<file path="config.mk">
export PLATFORM = sky130hd
export DESIGN_NAME = sysclk_ctrl
export DESIGN_NICKNAME = d
export VERILOG_FILES = /design/src/rtl/sysclk_pkg.sv /design/src/rtl/sysclk_regs.sv /design/src/rtl/sysclk_stab.sv /design/src/rtl/sysclk_div.sv /design/src/rtl/sysclk_ctrl.sv
export SDC_FILE = /design/constraint.sdc
export NUM_CORES = 1
export LEC_CHECK = 0
export BUFFER_PORTS_ARGS = -buffer_cell sky130_fd_sc_hd__buf_2
export CORE_MARGIN = 2
export CORE_UTILIZATION = 45
export DETAILED_ROUTE_END_ITERATION = 10
export PLACE_DENSITY = 0.69
export SYNTH_ARGS = -nofsm -noshare
export SYNTH_HDL_FRONTEND = slang
export SYNTH_SLANG_ARGS = --single-unit
</file>
<file path="constraint.sdc">
create_clock -name clk -period 1.75 [get_ports clk]
set_input_delay 0.2625 -clock clk [delete_from_list [all_inputs] [get_ports clk]]
set_output_delay 0.2625 -clock clk [all_outputs]
set_load 0.005 [all_outputs]
</file>
<file path="src/rtl/sysclk_pkg.sv">
package sysclk_pkg;

    localparam int SEL_W   = 3;
    localparam int PRESC_W = (2 ** SEL_W) - 2;
    localparam int RSV0_W  = 8 - SEL_W - 2;
    localparam logic [SEL_W-1:0] SEL_LS = '1;

    typedef struct packed {
        logic [SEL_W-1:0] sel;
        logic             hs_keep;
        logic             ls_keep;
        logic             hs_en;
    } cfg_t;

endpackage

</file>
<file path="src/rtl/sysclk_regs.sv">
module sysclk_regs
    import sysclk_pkg::*;
(
    input  logic       clk,
    input  logic       rst_n,
    input  logic       bus_addr,
    input  logic       bus_wr,
    input  logic [7:0] bus_wdata,
    input  logic       stab_flag,
    output cfg_t       cfg_q,
    output logic       en_next,
    output logic [7:0] bus_rdata
);

    cfg_t cfg_d;

    always_comb begin
        cfg_d = cfg_q;
        if (bus_wr) begin
            if (!bus_addr) begin
                cfg_d.sel     = bus_wdata[7 -: SEL_W];
                cfg_d.hs_keep = bus_wdata[1];
                cfg_d.ls_keep = bus_wdata[0];
            end else begin
                cfg_d.hs_en   = bus_wdata[0];
            end
        end
        en_next = cfg_d.hs_en;
    end

    always_ff @(posedge clk or negedge rst_n) begin
        if (!rst_n) begin
            cfg_q <= '{sel: '0, hs_keep: 1'b0, ls_keep: 1'b0, hs_en: 1'b1};
        end else begin
            cfg_q <= cfg_d;
        end
    end

    always_comb begin
        if (!bus_addr) begin
            bus_rdata = {cfg_q.sel, {RSV0_W{1'b0}}, cfg_q.hs_keep, cfg_q.ls_keep};
        end else begin
            bus_rdata = {6'b000000, stab_flag, cfg_q.hs_en};
        end
    end

endmodule

</file>
<file path="src/rtl/sysclk_stab.sv">
module sysclk_stab #(
    parameter int STABLE_TICKS = 16
) (
    input  logic clk,
    input  logic rst_n,
    input  logic en_next,
    input  logic hs_run,
    output logic stab_flag
);

    localparam int CNT_W = (STABLE_TICKS > 1) ? $clog2(STABLE_TICKS) : 1;
    localparam logic [CNT_W-1:0] LAST = CNT_W'(STABLE_TICKS - 1);

    typedef struct packed {
        logic [CNT_W-1:0] cnt;
        logic             flag;
    } stab_st_t;

    stab_st_t st_d, st_q;

    always_comb begin
        st_d = st_q;
        if (!en_next) begin
            st_d = '0;
        end else if (hs_run && !st_q.flag) begin
            if (st_q.cnt == LAST) begin
                st_d.flag = 1'b1;
            end else begin
                st_d.cnt = st_q.cnt + 1'b1;
            end
        end
    end

    always_ff @(posedge clk or negedge rst_n) begin
        if (!rst_n) begin
            st_q <= '0;
        end else begin
            st_q <= st_d;
        end
    end

    assign stab_flag = st_q.flag;

endmodule

</file>
<file path="src/rtl/sysclk_div.sv">
module sysclk_div
    import sysclk_pkg::*;
(
    input  logic             clk,
    input  logic             rst_n,
    input  logic             hs_run,
    input  logic             hs_active,
    input  logic             ls_run,
    input  logic [SEL_W-1:0] sel_req,
    output logic             pulse_raw,
    output logic             wrap,
    output logic [SEL_W-1:0] act_code
);

    typedef struct packed {
        logic [PRESC_W-1:0] presc;
        logic [SEL_W-1:0]   act;
    } div_st_t;

    div_st_t            st_d, st_q;
    logic [PRESC_W-1:0] mask;

    always_comb begin
        for (int i = 0; i < PRESC_W; i++) begin
            mask[i] = (i < int'(st_q.act));
        end
    end

    always_comb begin
        st_d  = st_q;
        wrap  = hs_run && (&st_q.presc);
        if (hs_run) begin
            st_d.presc = st_q.presc + 1'b1;
        end
        if (wrap || !hs_active) begin
            st_d.act = sel_req;
        end
        if (st_q.act == SEL_LS) begin
            pulse_raw = ls_run;
        end else begin
            pulse_raw = hs_run && (&(st_q.presc | ~mask));
        end
    end

    always_ff @(posedge clk or negedge rst_n) begin
        if (!rst_n) begin
            st_q <= '0;
        end else begin
            st_q <= st_d;
        end
    end

    assign act_code = st_q.act;

endmodule

</file>
<file path="src/rtl/sysclk_ctrl.sv">
module sysclk_ctrl #(
    parameter int STABLE_TICKS = 16
) (
    input  logic       clk,
    input  logic       rst_n,
    input  logic       hs_tick,
    input  logic       ls_tick,
    input  logic       cpu_halted,
    input  logic       bus_addr,
    input  logic       bus_wr,
    input  logic [7:0] bus_wdata,
    output logic [7:0] bus_rdata,
    output logic       sysclk_en,
    output logic       hs_osc_en,
    output logic       ls_osc_en
);

    import sysclk_pkg::*;

    cfg_t             cfg;
    logic             en_next;
    logic             stab_flag;
    logic             hs_en_bit;
    logic             hs_keep;
    logic             hs_run;
    logic             ls_run;
    logic             pulse_raw;
    logic             div_wrap;
    logic [SEL_W-1:0] act_code;

    sysclk_regs u_regs (
        .clk       (clk),
        .rst_n     (rst_n),
        .bus_addr  (bus_addr),
        .bus_wr    (bus_wr),
        .bus_wdata (bus_wdata),
        .stab_flag (stab_flag),
        .cfg_q     (cfg),
        .en_next   (en_next),
        .bus_rdata (bus_rdata)
    );

    assign hs_en_bit = cfg.hs_en;
    assign hs_keep   = cfg.hs_keep;

    always_comb begin
        hs_osc_en = hs_en_bit && (!cpu_halted || hs_keep);
        if (cpu_halted) begin
            ls_osc_en = cfg.ls_keep;
        end else begin
            ls_osc_en = cfg.ls_keep || (cfg.sel == SEL_LS) || (act_code == SEL_LS);
        end
        hs_run    = hs_tick && hs_osc_en;
        ls_run    = ls_tick && ls_osc_en;
        sysclk_en = pulse_raw && !cpu_halted;
    end

    sysclk_stab #(
        .STABLE_TICKS (STABLE_TICKS)
    ) u_stab (
        .clk       (clk),
        .rst_n     (rst_n),
        .en_next   (en_next),
        .hs_run    (hs_run),
        .stab_flag (stab_flag)
    );

    sysclk_div u_div (
        .clk       (clk),
        .rst_n     (rst_n),
        .hs_run    (hs_run),
        .hs_active (hs_osc_en),
        .ls_run    (ls_run),
        .sel_req   (cfg.sel),
        .pulse_raw (pulse_raw),
        .wrap      (div_wrap),
        .act_code  (act_code)
    );

endmodule

</file>
# Word level (Yosys, flattened, before mapping)
# Index checks and enable logic that the tools add are counted.
# word_totals
word_cells	53
output_inout_bits	11
regBits	20
inputBits	15
# op_classes
reduce_logical	19
addsub	2
n_eq_ne	6
n_bitwise	3
n_lt_le_gt_ge	6
n_mux	9
# op_table
operator	n
$reduce_and A6 Y1	2
$mux W5	2
$mux W8	1
$logic_and A1 B1 Y1	7
$add A6 B1 Y6 const B	1
$eq A3 B3 Y1 const B	2
$lt A1 B3 Y1 const A	2
$lt A2 B3 Y1 const A	2
$lt A3 B3 Y1 const A	2
$not A6 Y6	1
$or A6 B6 Y6	1
$reduce_and A2 Y1	3
$mux W1	5
$add A4 B1 Y4 const B	1
$eq A4 B4 Y1 const B	1
$logic_or A1 B1 Y1	4
$mux W4	1
$ne A2 B1 Y1 const B	2
$logic_not A1 Y1	3
$ne A2 B2 Y1 const B	1
$not A1 Y1	1

# Longest topological paths before layout
# Gate-level depths: netlist of the first run.
# logic_depth
word_depth	7
depth_mapped	5
ltp_nobuf	5

# By module
# From an unflattened synthesis of the first run, not the netlist that was laid out.
# unflattened
hier_cells	104
hier_area_um2	1164.9
# by_module_without_submodules
module	n_inst	seq_area_each_um2	cells_per_inst	area_each_um2
sysclk_div	1	225.2	46	493.0
sysclk_regs	1	151.4	23	334.1
sysclk_stab	1	125.1	25	274.0
sysclk_ctrl	1	0.0	10	63.8

# Worst setup path after synthesis of the first run
# No wires, ideal clock.
# synth_path
path_kind	flip-flop to flip-flop
start	register u_stab.st_q[1] (netlist name)
end	register u_stab.st_q[4] (netlist name)
arrival_ns	1.400
setup_slack_ns	0.272
n_path_buf	0
path_stages_with_launch	6
period_less_slack_ns	1.478
setup_time_ns	0.078
t_required_ns	1.672
cell_sequence	dfrtp_1 -> ha_1 -> a31oi_4 -> nand4_4 -> or3_1 -> a21oi_1
# synth_via
elab_chain_cells	4
word_cells_on_any_way	7
classes_between	add/sub (1); eq/ne (2); mux (3); reduce/logical (1)
# synth_lines
element	line	text
from (decl)	sysclk_stab.sv:19	stab_st_t st_d, st_q;
from (signal assigned)	sysclk_stab.sv:38	st_q <= st_d;
$add A4 B1 Y4	sysclk_stab.sv:29	st_d.cnt = st_q.cnt + 1'b1;
$mux W4	sysclk_stab.sv:26	if (st_q.cnt == LAST) begin
$mux W5	sysclk_stab.sv:25	end else if (hs_run && !st_q.flag) begin
$mux W5	sysclk_stab.sv:23	if (!en_next) begin
# Several ways; a longest one is shown, not always the timed one. The select of a mux whose other input is x is not followed.
# A chain may end at the register's enable or synchronous reset.

# Worst setup path after layout of the first run
# layout_path
start	register u_regs.cfg_q[0] (netlist name)
end	output port sysclk_en
# layout_via
elab_chain_cells	5
# layout_lines
element	line	text
from (decl)	sysclk_regs.sv:10	output cfg_t cfg_q,
from (signal assigned)	sysclk_regs.sv:33	cfg_q <= '{sel: '0, hs_keep: 1'b0, ls_keep: 1'b0, hs_en: 1'b1};
from (signal assigned)	sysclk_regs.sv:35	cfg_q <= cfg_d;
$logic_and A1 B1 Y1	sysclk_ctrl.sv:47	hs_osc_en = hs_en_bit && (!cpu_halted || hs_keep);
$logic_and A1 B1 Y1	sysclk_ctrl.sv:53	hs_run = hs_tick && hs_osc_en;
$logic_and A1 B1 Y1	sysclk_div.sv:41	pulse_raw = hs_run && (&(st_q.presc | ~mask));
$mux W1	sysclk_div.sv:38	if (st_q.act == SEL_LS) begin
$logic_and A1 B1 Y1	sysclk_ctrl.sv:55	sysclk_en = pulse_raw && !cpu_halted;
to (decl)	sysclk_ctrl.sv:13	output logic sysclk_en,
# No other way between the ends.

==> results of run 1 <==
## metrics by stage
step           instance area [sq um]   util  TNS (ns)
2_1_floorplan                   1060      -         0
3_3_place_gp                    1170  0.529         0
3_5_place_dp                    1170  0.529         0
4_1_cts                         1220  0.551         0
5_1_grt                         1290  0.583   -0.0247
6_report                        1290  0.583         0
## power groups by stage
stage / sequential (mW) / clock [mW] / combinational, mW
after floorplan: 0.649 / 0 / 0.222
after global placement: 0.680 / 0 / 0.288
after detailed placement: 0.683 / 0 / 0.296
after CTS: 0.668 / 0.241 / 0.312
after global routing: 0.680 / 0.259 / 0.454
final: 0.664 / 0.235 / 0.409
## flip-flops by register name (all words and copies together) (netlist names)
signal,count
u_div.act_code,3
u_div.st_q,6
u_stab.st_q,4
u_stab.stab_flag,1
u_regs.cfg_q,6
## kinds of logic (layout without fill, tap and decap cells)
kind of cell / after synthesis / in the layout
mux: 11 / 11
simple gates: 38 / 38
fa+ha+maj: 2 / 2
compound gates: 13 / 13
buf+inv: 6 / 35
flops: 20 / 20
other cells: 1 / 3
xor+xnor: 6 / 6
## repair_timing
action	CTS	global route
hold endpoints to repair	19	0
hold buffers	1	0
buffers inserted	1	7
pin swaps	0	2
endpoints found under the setup margin	1	1
gates resized for setup	2	5
cloned	0	0
## cell usage in the layout (no fill, tap or decap), drive strengths merged, types with 3 or more instances in the layout
cell type / n
nand3: 7
mux2: 10
clkbuf: 4
nor3: 3
dfrtp: 19
a21oi: 3
nand4: 4
buf: 27
o21ai: 5
nand2: 9
xnor2: 4
conb: 3
inv: 3
nor2b: 5
## metal layers
layer / wire length [microns] / part of all wire
met5: 0 / 0
met4: 13 / 0.0064
met3: 116 / 0.057
met2: 939 / 0.46
met1: 954 / 0.47
## layout make-up
type | count | area, sq um | area share
clock buffers | 4 | 26.3 | 0.0204
flip-flops and latches | 20 | 502 | 0.389
multi-input cells | 73 | 549 | 0.426
repair buffers | 28 | 165 | 0.128
inverters | 3 | 11.3 | 0.00874
well taps | 28 | 35.0 | 0.0272
## worst paths after layout
kind | slack, ns | cells past startpoint | endpoint
min in group asynchronous | 0.42 | 2 | u_div.st_q[6]
max reg2reg | 0.16 | 5 | u_stab.st_q[4]
min reg2reg | 0.52 | 1 | u_div.st_q[8]
max in group asynchronous | 0.97 | 2 | u_regs.cfg_q[0]
min | 0.19 | 2 | u_regs.cfg_q[2]
max | 0.06 | 4 | sysclk_en
==> metrics.txt, run 1 <==
status finished, final reports clean; final worst path period share 0.967; H-tree levels 1; final hold slack 0.188 ns; Synth Area in Compound Gates 0.0925; grt peak-use layer met1; ANT nets after route 0; DP HPWL about 1400 microns; first-pass GRT wire length around 3200 microns; Max Cap Viol 0; worst path arrival time 1.43 ns; Chip Width 52.4 microns; CP max stage cell dfstp_2; Ant. Diodes 0; initial antenna violation count 0; top-count cell post-synth dfrtp_1; Routed WL 2020 microns; WP buf/inv 1; CTS Buf Count 3; worst hold path class primary input to flop; number of flops mapped to enable cells by yosys 0; area share of fa/ha/maj cells after synthesis 0.0237; area delta synth->final 22.2%; Rel. slew slack 0.666; share of the synthesized area in the top cell type 0.451; post-route setup slack approximately 0.058 ns; GRT Total Usage 0.158; FF+latch count, synth 20; Ports 26; core area 0.00221 sq mm; Sw Ratio 0.323; Setup crit start u_regs.cfg_q[0]; Slew Viols, Final 0; syn_area_per_cell 10.9 sq um; fraction of layout cells with a size suffix above 1 0.391; dominant cells by area after synthesis dfrtp_1 45%, mux2_2 11%, nand3_1 3.3%; DRC viols 0; clk_lat worst skew 0.31 ns; grt total ovfl 0; routed vias/inst 5.40; IO buf count 19; Int Power 885 uW; clock slew at reported path FFs 0.11 ns; Commonest cells post-synth 19 x dfrtp_1, 10 x mux2_2, 9 x nand2_1; nets 146; drt first pass iters 4; via count 842; cell count after synthesis 97; Main synth FF type dfrtp_1; Core Rows 17; 1st-iter DRT viols 18; Place WS 0.179 ns; mux share of post-synthesis cell area 0.116; clock tree root buffer cell clkbuf_4; clock sinks 20; pwr/cell area 1010 mW/mm^2; Reg power frac 0.508; Post-Synth Simple-Gate Area 0.206; vias in the first global route 677; Die Footprint 0.00275 sq mm; total power 1.31 mW; Final setup viols 0; CP Max Fanout 4; NetSw 423 uW; reg2reg start u_stab.st_q[1]; met2 usage 0.223; Startpoint Class flop; Max IR drop VDD 605 uV; Post-Syn Area 0.00105 sq mm; Initial Utilization 0.477; fmax approximately 600 MHz; Yosys cell types 32; Crit Path Category flop to output port; cell taking the most area after synthesis dfrtp_1; largest net degree at the start of global routing 21; sequential area share after synthesis 0.476; XOR/XNOR Fraction of Synth Area 0.0498; GRT met1 Usage 0.238; fill cell instance count of the final layout 201; CP cell instances and3_4 -> nand4_1 -> o32ai_2 -> buf_2; Max stage delay on crit path approximately 0.55 ns; CP endpoint kind output port; placed insts 143; count of final hold-check violations 0; met3 Resource Use GR 0.0514; hold wc startpoint bus_wdata[1]; main combinational cell family by area after synthesis simple AND/OR/NAND/NOR gates; clock share of power 0.180; Worst Path Required approximately 1.5 ns; worst slew pin tran between 0.4 and 0.5 ns; warning count from the yosys run 0; Die Y 52.4 microns; Final Wtd Congestion 0.704; fin cells 156; critical path's top delay family flip-flops; Static Leak roughly 0.58 nW; clock skew about 0.013 ns; min Tclk post-route 1.69 ns; TritonCTS clock tree done; power share of the combinational group 0.313; async set-reset flop share out of synthesis 1.00; CTS Buffer Depth 2; WL/cell 13.0 microns
Power figures use the tool's default switching activity.
==> inputs of run 2 (changes only) <==
--- a/config.mk
+++ b/config.mk
@@ -5,6 +5,7 @@
 export SDC_FILE = /design/constraint.sdc
 export NUM_CORES = 1
 export LEC_CHECK = 0
+export ABC_AREA = 1
 export BUFFER_PORTS_ARGS = -buffer_cell sky130_fd_sc_hd__buf_2
 export CORE_MARGIN = 2
 export CORE_UTILIZATION = 45
==> run 2 against run 1 <==
  * Sequential share of layout area increased by 0.91 points
  * Cell count is 20% higher
  * Core utilization is 1.5 points lower
  * Worst setup slack better by 0.045 ns
  * Count of clock-buffer cells in the layout unchanged
  * Sequential cell count unchanged
  * Routed wire length fell by 0.15%
  * Critical path depth is 1 higher
  * Critical endpoint unchanged
  * Largest power group unchanged
  * Highest routed layer unchanged
==> metrics.txt, run 2 <==
status finished, final reports clean (unchanged); routed vias/inst 4.79 (was 5.40); placed cell areas 0.00119 sq mm (was 0.00117 sq mm); cell count after synthesis 134 (was 97); Startpoint Class flop (unchanged); core area 0.00223 sq mm (was 0.00221 sq mm); dominant cells by area after synthesis dfrtp_1 44%, nand2_1 8.7%, nor2_1 6.3% (was dfrtp_1 45%, mux2_2 11%, nand3_1 3.3%); fin cells 187 (was 156); Post-Syn Area 0.00108 sq mm (was 0.00105 sq mm); clock sinks 20 (unchanged); r2r worst-path depth 7 (was 5); DRC viols 0 (unchanged); drt first pass iters 4 (unchanged); Core Rows 17 (unchanged); clock skew 0.00201 ns (was 0.0126 ns); worst hold path endpoint u_regs.cfg_q[4] (was u_regs.cfg_q[2]); fmax 607 MHz (was 591 MHz); CTS Buf Count 3 (unchanged); Static Leak 0.647 nW (was 0.584 nW); share of the synthesized area in the top cell type 0.440 (was 0.451); Max Cap Viol 0 (unchanged); Slew Viols, Final 0 (unchanged); cell taking the most area after synthesis dfrtp_1 (unchanged); commonest non-fill, non-tap cell in the layout nand2_1; Largest regs u_div.st_q (6), u_regs.cfg_q (6), u_stab.st_q (4) (unchanged); most frequent cells in the layout 25 x nand2_1, 19 x buf_2, 17 x nor2_1, 16 x dfrtp_1, 15 x inv_1 (was 19 x buf_2, 19 x dfrtp_1, 10 x mux2_2, 9 x nand2_1, 8 x buf_4); largest net degree at the start of global routing 21 (unchanged); Ant. Diodes 0 (unchanged); WHS Path Cells 3 (was 2); count of final hold-check violations 0 (unchanged); initial antenna violation count 0 (unchanged); nets 177 (was 146); hold wc startpoint bus_wdata[6] (was bus_wdata[1]); final worst path period share 0.941 (was 0.967); Int Power 882 uW (was 885 uW); clock share of power 0.196 (was 0.180); Commonest cells post-synth 25 x nand2_1, 19 x dfrtp_1, 18 x nor2_1 (was 19 x dfrtp_1, 10 x mux2_2, 9 x nand2_1); worst path arrival time 1.38 ns (was 1.43 ns); via count 896 (was 842); Final Wtd Congestion 0.839 (was 0.704); grt total ovfl 0 (unchanged); pwr/cell area 1070 mW/mm^2 (was 1010 mW/mm^2); Max IR drop VDD 769 uV (was 605 uV); RSZ-0062 raised after global routing yes; Reg power frac 0.514 (was 0.508); Worst Path Required 1.49 ns (about the same); min Tclk post-route 1.65 ns (was 1.69 ns); RR Endpoint u_stab.st_q[4] (unchanged); IO buf count 19 (unchanged); Routed WL 2020 microns (about the same); clock slew at reported path FFs 0.10 ns (was 0.11 ns); Crit Path Category flop to output port (unchanged); worst reg2reg setup slack 0.39 ns (was 0.16 ns); WL/cell 10.8 microns (was 13.0 microns); number of flops mapped to enable cells by yosys 0 (unchanged); Die Y 53.0 microns (was 52.4 microns); Chip Width 53.0 microns (was 52.4 microns); syn_area_per_cell 8.06 sq um (was 10.9 sq um); power share of the combinational group 0.290 (was 0.313); area delta synth->final 17.5% (was 22.2%); Sw Ratio 0.348 (was 0.323); placed insts 179 (was 143); async set-reset flop share out of synthesis 1.00 (unchanged); sequential area share after synthesis 0.465 (was 0.476); CP endpoint kind output port (unchanged); H-tree levels 1 (unchanged); DP HPWL 1570 microns (was 1440 microns); final instance area 0.00127 sq mm (was 0.00129 sq mm); NetSw 471 uW (was 423 uW); vias in the first global route 847 (was 677); reg2reg start u_stab.st_q[1] (unchanged); Initial Utilization 0.483 (was 0.477); Yosys cell types 25 (was 32); TritonCTS clock tree done (unchanged); GRT Total Usage 0.169 (was 0.158); FF+latch count, synth 20 (unchanged); Ports 26 (unchanged); Main synth FF type dfrtp_1 (unchanged); top-count cell post-synth nand2_1 (was dfrtp_1); worst hold path class primary input to flop (unchanged); Final setup viols 0 (unchanged); warning count from the yosys run 0 (unchanged); CP Max Fanout 4 (unchanged); CTS Buffer Depth 2 (unchanged); fraction of layout cells with a size suffix above 1 0.283 (was 0.391); clk_lat worst skew 0.30 ns (was 0.31 ns); first-pass GRT wire length 3430 microns (was 3170 microns); Die Footprint 0.00281 sq mm (was 0.00275 sq mm); 1st-iter DRT viols 20 (was 18); ANT nets after route 0 (unchanged); clock tree root buffer cell clkbuf_4 (unchanged)
==> run 2: cell count changes after synthesis, moves of 3 or more <==
cell     change
nor3_1       -3
inv_2        +4
nand2_2      +3
inv_1       +12
nor2b_1      -5
nand4_1      -3
nand2_1     +16
o21ai_0      +5
a21oi_1      +5
nor2_1      +16
mux2_2      -10
==> run 2: cell type report <==
type | instances | area [sq um]
Sequential cell | 20 | 505
Inverter | 19 | 71.3
Tap cell | 28 | 35.0
Clock buffer | 4 | 36.3
Multi-Input combinational cell | 93 | 493
Fill cell | 218 | 965
Timing Repair Buffer | 23 | 128
==> run 2: through the flow <==
step	utilization	setup WS, ns	power (mW)	setup TNS [ns]	hold slack (ns)
floorplan	-	0.500	0.949	0	-0.0331
global placement	0.533	0.343	1.05	0	0.243
detailed placement	0.533	0.332	1.07	0	0.240
CTS	0.557	0.0100	1.34	0	0.190
global route	0.568	-0.0363	1.47	-0.0363	0.193
finish	0.568	0.103	1.35	0	0.200
==> run 2: metal layers <==
metal  vias up  part of all wire  track usage
met5         -                 0            0
met4         0             0.012       0.0556
met3         4             0.048       0.0593
met2        17              0.45        0.281
met1       406              0.49        0.203
li1        469                 -            -
==> run 2: timing repair <==
action | in CTS | in global routing
pin swaps | 0 | 1
endpoints found under the setup margin | 1 | 1
endpoints found under the hold margin | 19 | 0
resized for setup | 0 | 6
hold buffers | 1 | 0
setup buffers | 1 | 2
==> run 2: worst max path at each step <==
stage / from / end / slack [ns] / cells after the start
6_report: u_regs.cfg_q[0] / sysclk_en / 0.10 / 5
3_3_place_gp: u_regs.cfg_q[0] / sysclk_en / 0.34 / 5
4_1_cts: u_regs.cfg_q[0] / sysclk_en / 0.01 / 5
5_1_grt: u_div.st_q[6] / sysclk_en / -0.04 / 7
2_1_floorplan: u_regs.cfg_q[0] / sysclk_en / 0.50 / 4
3_5_place_dp: u_regs.cfg_q[0] / sysclk_en / 0.33 / 5
==> run 2: worst max-delay path, cell delays in order (launching register included) <==
cell and delay, ns:
dfstp_2 0.57, nand3_4 0.08, nor2_2 0.10, nand3_1 0.07
a21oi_1 0.13, buf_2 0.13
==> run 2: cell families (layout without fill, tap and decap cells) <==
logic type / Yosys count / count (layout) / share of synthesized area
xor gates and xnor gates: 5 / 5 / 0.0406
and+or+nand+nor: 61 / 61 / 0.268
adders and majority gates: 2 / 2 / 0.0232
other: 1 / 3 / 0.00347
DFF: 20 / 20 / 0.465
AOI/OAI and AO/OA: 22 / 22 / 0.109
buffers and inverters: 23 / 46 / 0.0915
==> run 2: power by group through the flow <==
stage	registers, mW	clock network [mW]	logic, mW
2_1_floorplan	0.668	0	0.280
3_3_place_gp	0.692	0	0.356
3_5_place_dp	0.698	0	0.369
4_1_cts	0.688	0.277	0.379
5_1_grt	0.711	0.299	0.455
6_report	0.695	0.266	0.392
==> inputs of run 3 (changes only) <==
--- a/config.mk
+++ b/config.mk
@@ -8,9 +8,10 @@
 export ABC_AREA = 1
 export BUFFER_PORTS_ARGS = -buffer_cell sky130_fd_sc_hd__buf_2
 export CORE_MARGIN = 2
-export CORE_UTILIZATION = 45
+export CORE_UTILIZATION = 53
 export DETAILED_ROUTE_END_ITERATION = 10
-export PLACE_DENSITY = 0.69
+export PLACE_DENSITY = 0.86
 export SYNTH_ARGS = -nofsm -noshare
 export SYNTH_HDL_FRONTEND = slang
+export SYNTH_HIERARCHICAL = 1
 export SYNTH_SLANG_ARGS = --single-unit
==> run 3 against run 2 <==
  * The run now ends with setup timing left
  * Synthesized area grew 8.6%
  * First-iteration DRC count is 55% higher
  * Count of clock-buffer cells in the layout is the same
  * Worst hold slack worse by 0.016 ns
  * Routed wire length grew 0.54%
  * Cell count is 11% higher
  * Sequential share of layout area down 2.8 points
  * Via count rose by 10%
  * Die area down 7.2%
  * Critical endpoint unchanged
  * Largest power group unchanged
==> metrics.txt, run 3 <==
CP max stage cell dfstp_2 (unchanged); hold wc startpoint bus_wdata[6] (unchanged); Max Cap Viol 0 (unchanged); GRT Total Usage 0.187 (was 0.169); grt total ovfl 0 (unchanged); fmax 541 MHz (was 607 MHz); H-tree levels 1 (unchanged); warning count from the yosys run 6 (was 0); fraction of layout cells with a size suffix above 1 0.251 (was 0.283); Final Wtd Congestion 0.867 (was 0.839); count of final hold-check violations 0 (unchanged); Startpoint Class flop (unchanged); Fin Setup TNS -0.0997 ns (was 0 ns); Slew Viols, Final 0 (unchanged); Post-Syn Area 0.00117 sq mm (was 0.00108 sq mm); routed vias/inst 4.78 (was 4.79); IO buf count 19 (unchanged); drt first pass iters 4 (unchanged); DRC viols 0 (unchanged); Max IR drop VDD 658 uV (was 769 uV); CTS Buffer Depth 2 (unchanged); Die Y 51.0 microns (was 53.0 microns); vias in the first global route 902 (was 847); clock sinks 20 (unchanged); status complete, but fails checks (was finished, final reports clean); Core Rows 17 (unchanged); clk_lat worst skew 0.30 ns (about the same); 1st-iter DRT viols 31 (was 20); CP cell instances o21a_1 -> and2_4 -> nand2_2 -> nor2_1 -> nand2_1 -> nand2_1 -> inv_1 -> nor2_1 -> buf_2 (was nand3_4 -> nor2_2 -> nand3_1 -> a21oi_1 -> buf_2); placed insts 198 (was 179); WP buf/inv 2 (was 1); ANT nets after route 0 (unchanged); fin cells 207 (was 187); Final setup viols 1 (was 0); min Tclk post-route 1.85 ns (was 1.65 ns); CP Max Fanout 2 (was 4); commonest non-fill, non-tap cell in the layout nand2_1 (unchanged); clock skew 0.00151 ns (was 0.00201 ns); post-route setup slack -0.0997 ns (was 0.103 ns); core area 0.00215 sq mm (was 0.00223 sq mm); syn_area_per_cell 7.61 sq um (was 8.06 sq um); nets 197 (was 177); Die Footprint 0.00260 sq mm (was 0.00281 sq mm); cell count after synthesis 154 (was 134); Routed WL 2030 microns (was 2020 microns); Setup crit start u_regs/cfg_q[0] (was u_regs.cfg_q[0]); clock slew at reported path FFs 0.10 ns (about the same); largest net degree at the start of global routing 21 (unchanged); final worst path period share 1.06 (was 0.941); Ports 26 (unchanged); Static Leak 0.766 nW (was 0.647 nW); Initial Utilization 0.546 (was 0.483); Ant. Diodes 0 (unchanged); CP endpoint kind output port (unchanged); reg2reg start u_regs/cfg_q[0] (was u_stab.st_q[1]); WL/cell 9.81 microns (was 10.8 microns); worst path arrival time 1.59 ns (was 1.38 ns); pwr/cell area 1040 mW/mm^2 (was 1070 mW/mm^2); initial antenna violation count 0 (unchanged); TritonCTS clock tree done (unchanged); worst hold path class primary input to flop (unchanged); Largest regs u_div/st_q (6), u_regs/cfg_q (6), u_stab/st_q (4) (was u_div.st_q (6), u_regs.cfg_q (6), u_stab.st_q (4)); via count 989 (was 896); clock tree root buffer cell clkbuf_4 (unchanged); Crit Path Category flop to output port (unchanged); DP HPWL 1580 microns (was 1570 microns); Worst Path Required 1.49 ns (about the same); most frequent cells in the layout 48 x nand2_1, 23 x inv_1, 19 x buf_2, 19 x dfrtp_1, 13 x nand3_1 (was 25 x nand2_1, 19 x buf_2, 17 x nor2_1, 16 x dfrtp_1, 15 x inv_1); RSZ-0062 raised after global routing yes (unchanged); area delta synth->final 15.5% (was 17.5%); fill cell instance count of the final layout 195 (was 218); critical path's top delay family flip-flops (unchanged); Chip Width 51.0 microns (was 53.0 microns); CTS Buf Count 3 (unchanged); Max stage delay on crit path 0.55 ns (was 0.57 ns); register area 502 sq um (was 505 sq um); first-pass GRT wire length 3620 microns (was 3430 microns); failing checks setup timing; multi-input logic area 534 sq um (was 493 sq um)
-- run 3: cell type report --
type / count / share of cell area
Sequential cell: 20 / 0.371
Clock buffer: 4 / 0.0268
Inverter: 25 / 0.0712
Multi-Input combinational cell: 104 / 0.395
Timing Repair Buffer: 26 / 0.111
Tap cell: 28 / 0.0259
-- run 3: final timing paths --
check | endpoint | slack [ns] | cells after the start
setup / recovery | sysclk_en | -0.1 | 9
hold / removal | u_regs/cfg_q[4] | 0.18 | 3
setup reg to reg | u_div/act_code[2] | 0.16 | 10
hold reg to reg | u_div/st_q[6] | 0.50 | 1
max in group asynchronous | u_regs/cfg_q[0] | 0.99 | 2
min in group asynchronous | u_regs/cfg_q[4] | 0.42 | 2
-- run 3: worst reg2reg max path, delay by kind of cell (launching register included) --
| kind | cells | cell delay (ns) |
|---|---|---|
| flops | 1 | 0.55 |
| simple gates | 6 | 0.58 |
| compound gates | 2 | 0.19 |
| buf+inv | 2 | 0.22 |
-- run 3: metrics by stage --
stage,power (mW),util,hold slack (ns),setup WS (ns),area [sq um]
6_report,1.41,0.630,0.184,-0.0997,1350
5_1_grt,1.52,0.630,0.182,-0.208,1350
4_1_cts,1.41,0.626,0.173,-0.104,1340
3_5_place_dp,1.13,0.592,0.230,0.209,1270
3_3_place_gp,1.11,0.592,0.224,0.215,1270
2_1_floorplan,1.03,-,-0.0331,0.139,1180
-- run 3: metal layers --
| metal | up-vias | part of all wire | GRT usage |
|---|---|---|---|
| li1 | 516 | - | - |
| met1 | 449 | 0.44 | 0.222 |
| met2 | 21 | 0.49 | 0.318 |
| met3 | 3 | 0.057 | 0.0526 |
| met4 | 0 | 0.012 | 0.0676 |
| met5 | - | 0 | 0 |
-- run 3: where the power goes --
| part | switching (mW) | internal (mW) | leakage (nW) |
|---|---|---|---|
| registers | 0.126 | 0.582 | 0.252 |
| logic | 0.237 | 0.193 | 0.493 |
| clock network | 0.139 | 0.127 | 0.0210 |
-- run 3: repair_timing --
action	in CTS	in global routing
cloned	0	0
resized for setup	1	1
hold buffers	1	0
setup endpoints to repair	1	1
pin swaps	1	0
buffers inserted	3	1
hold endpoints to repair	19	0
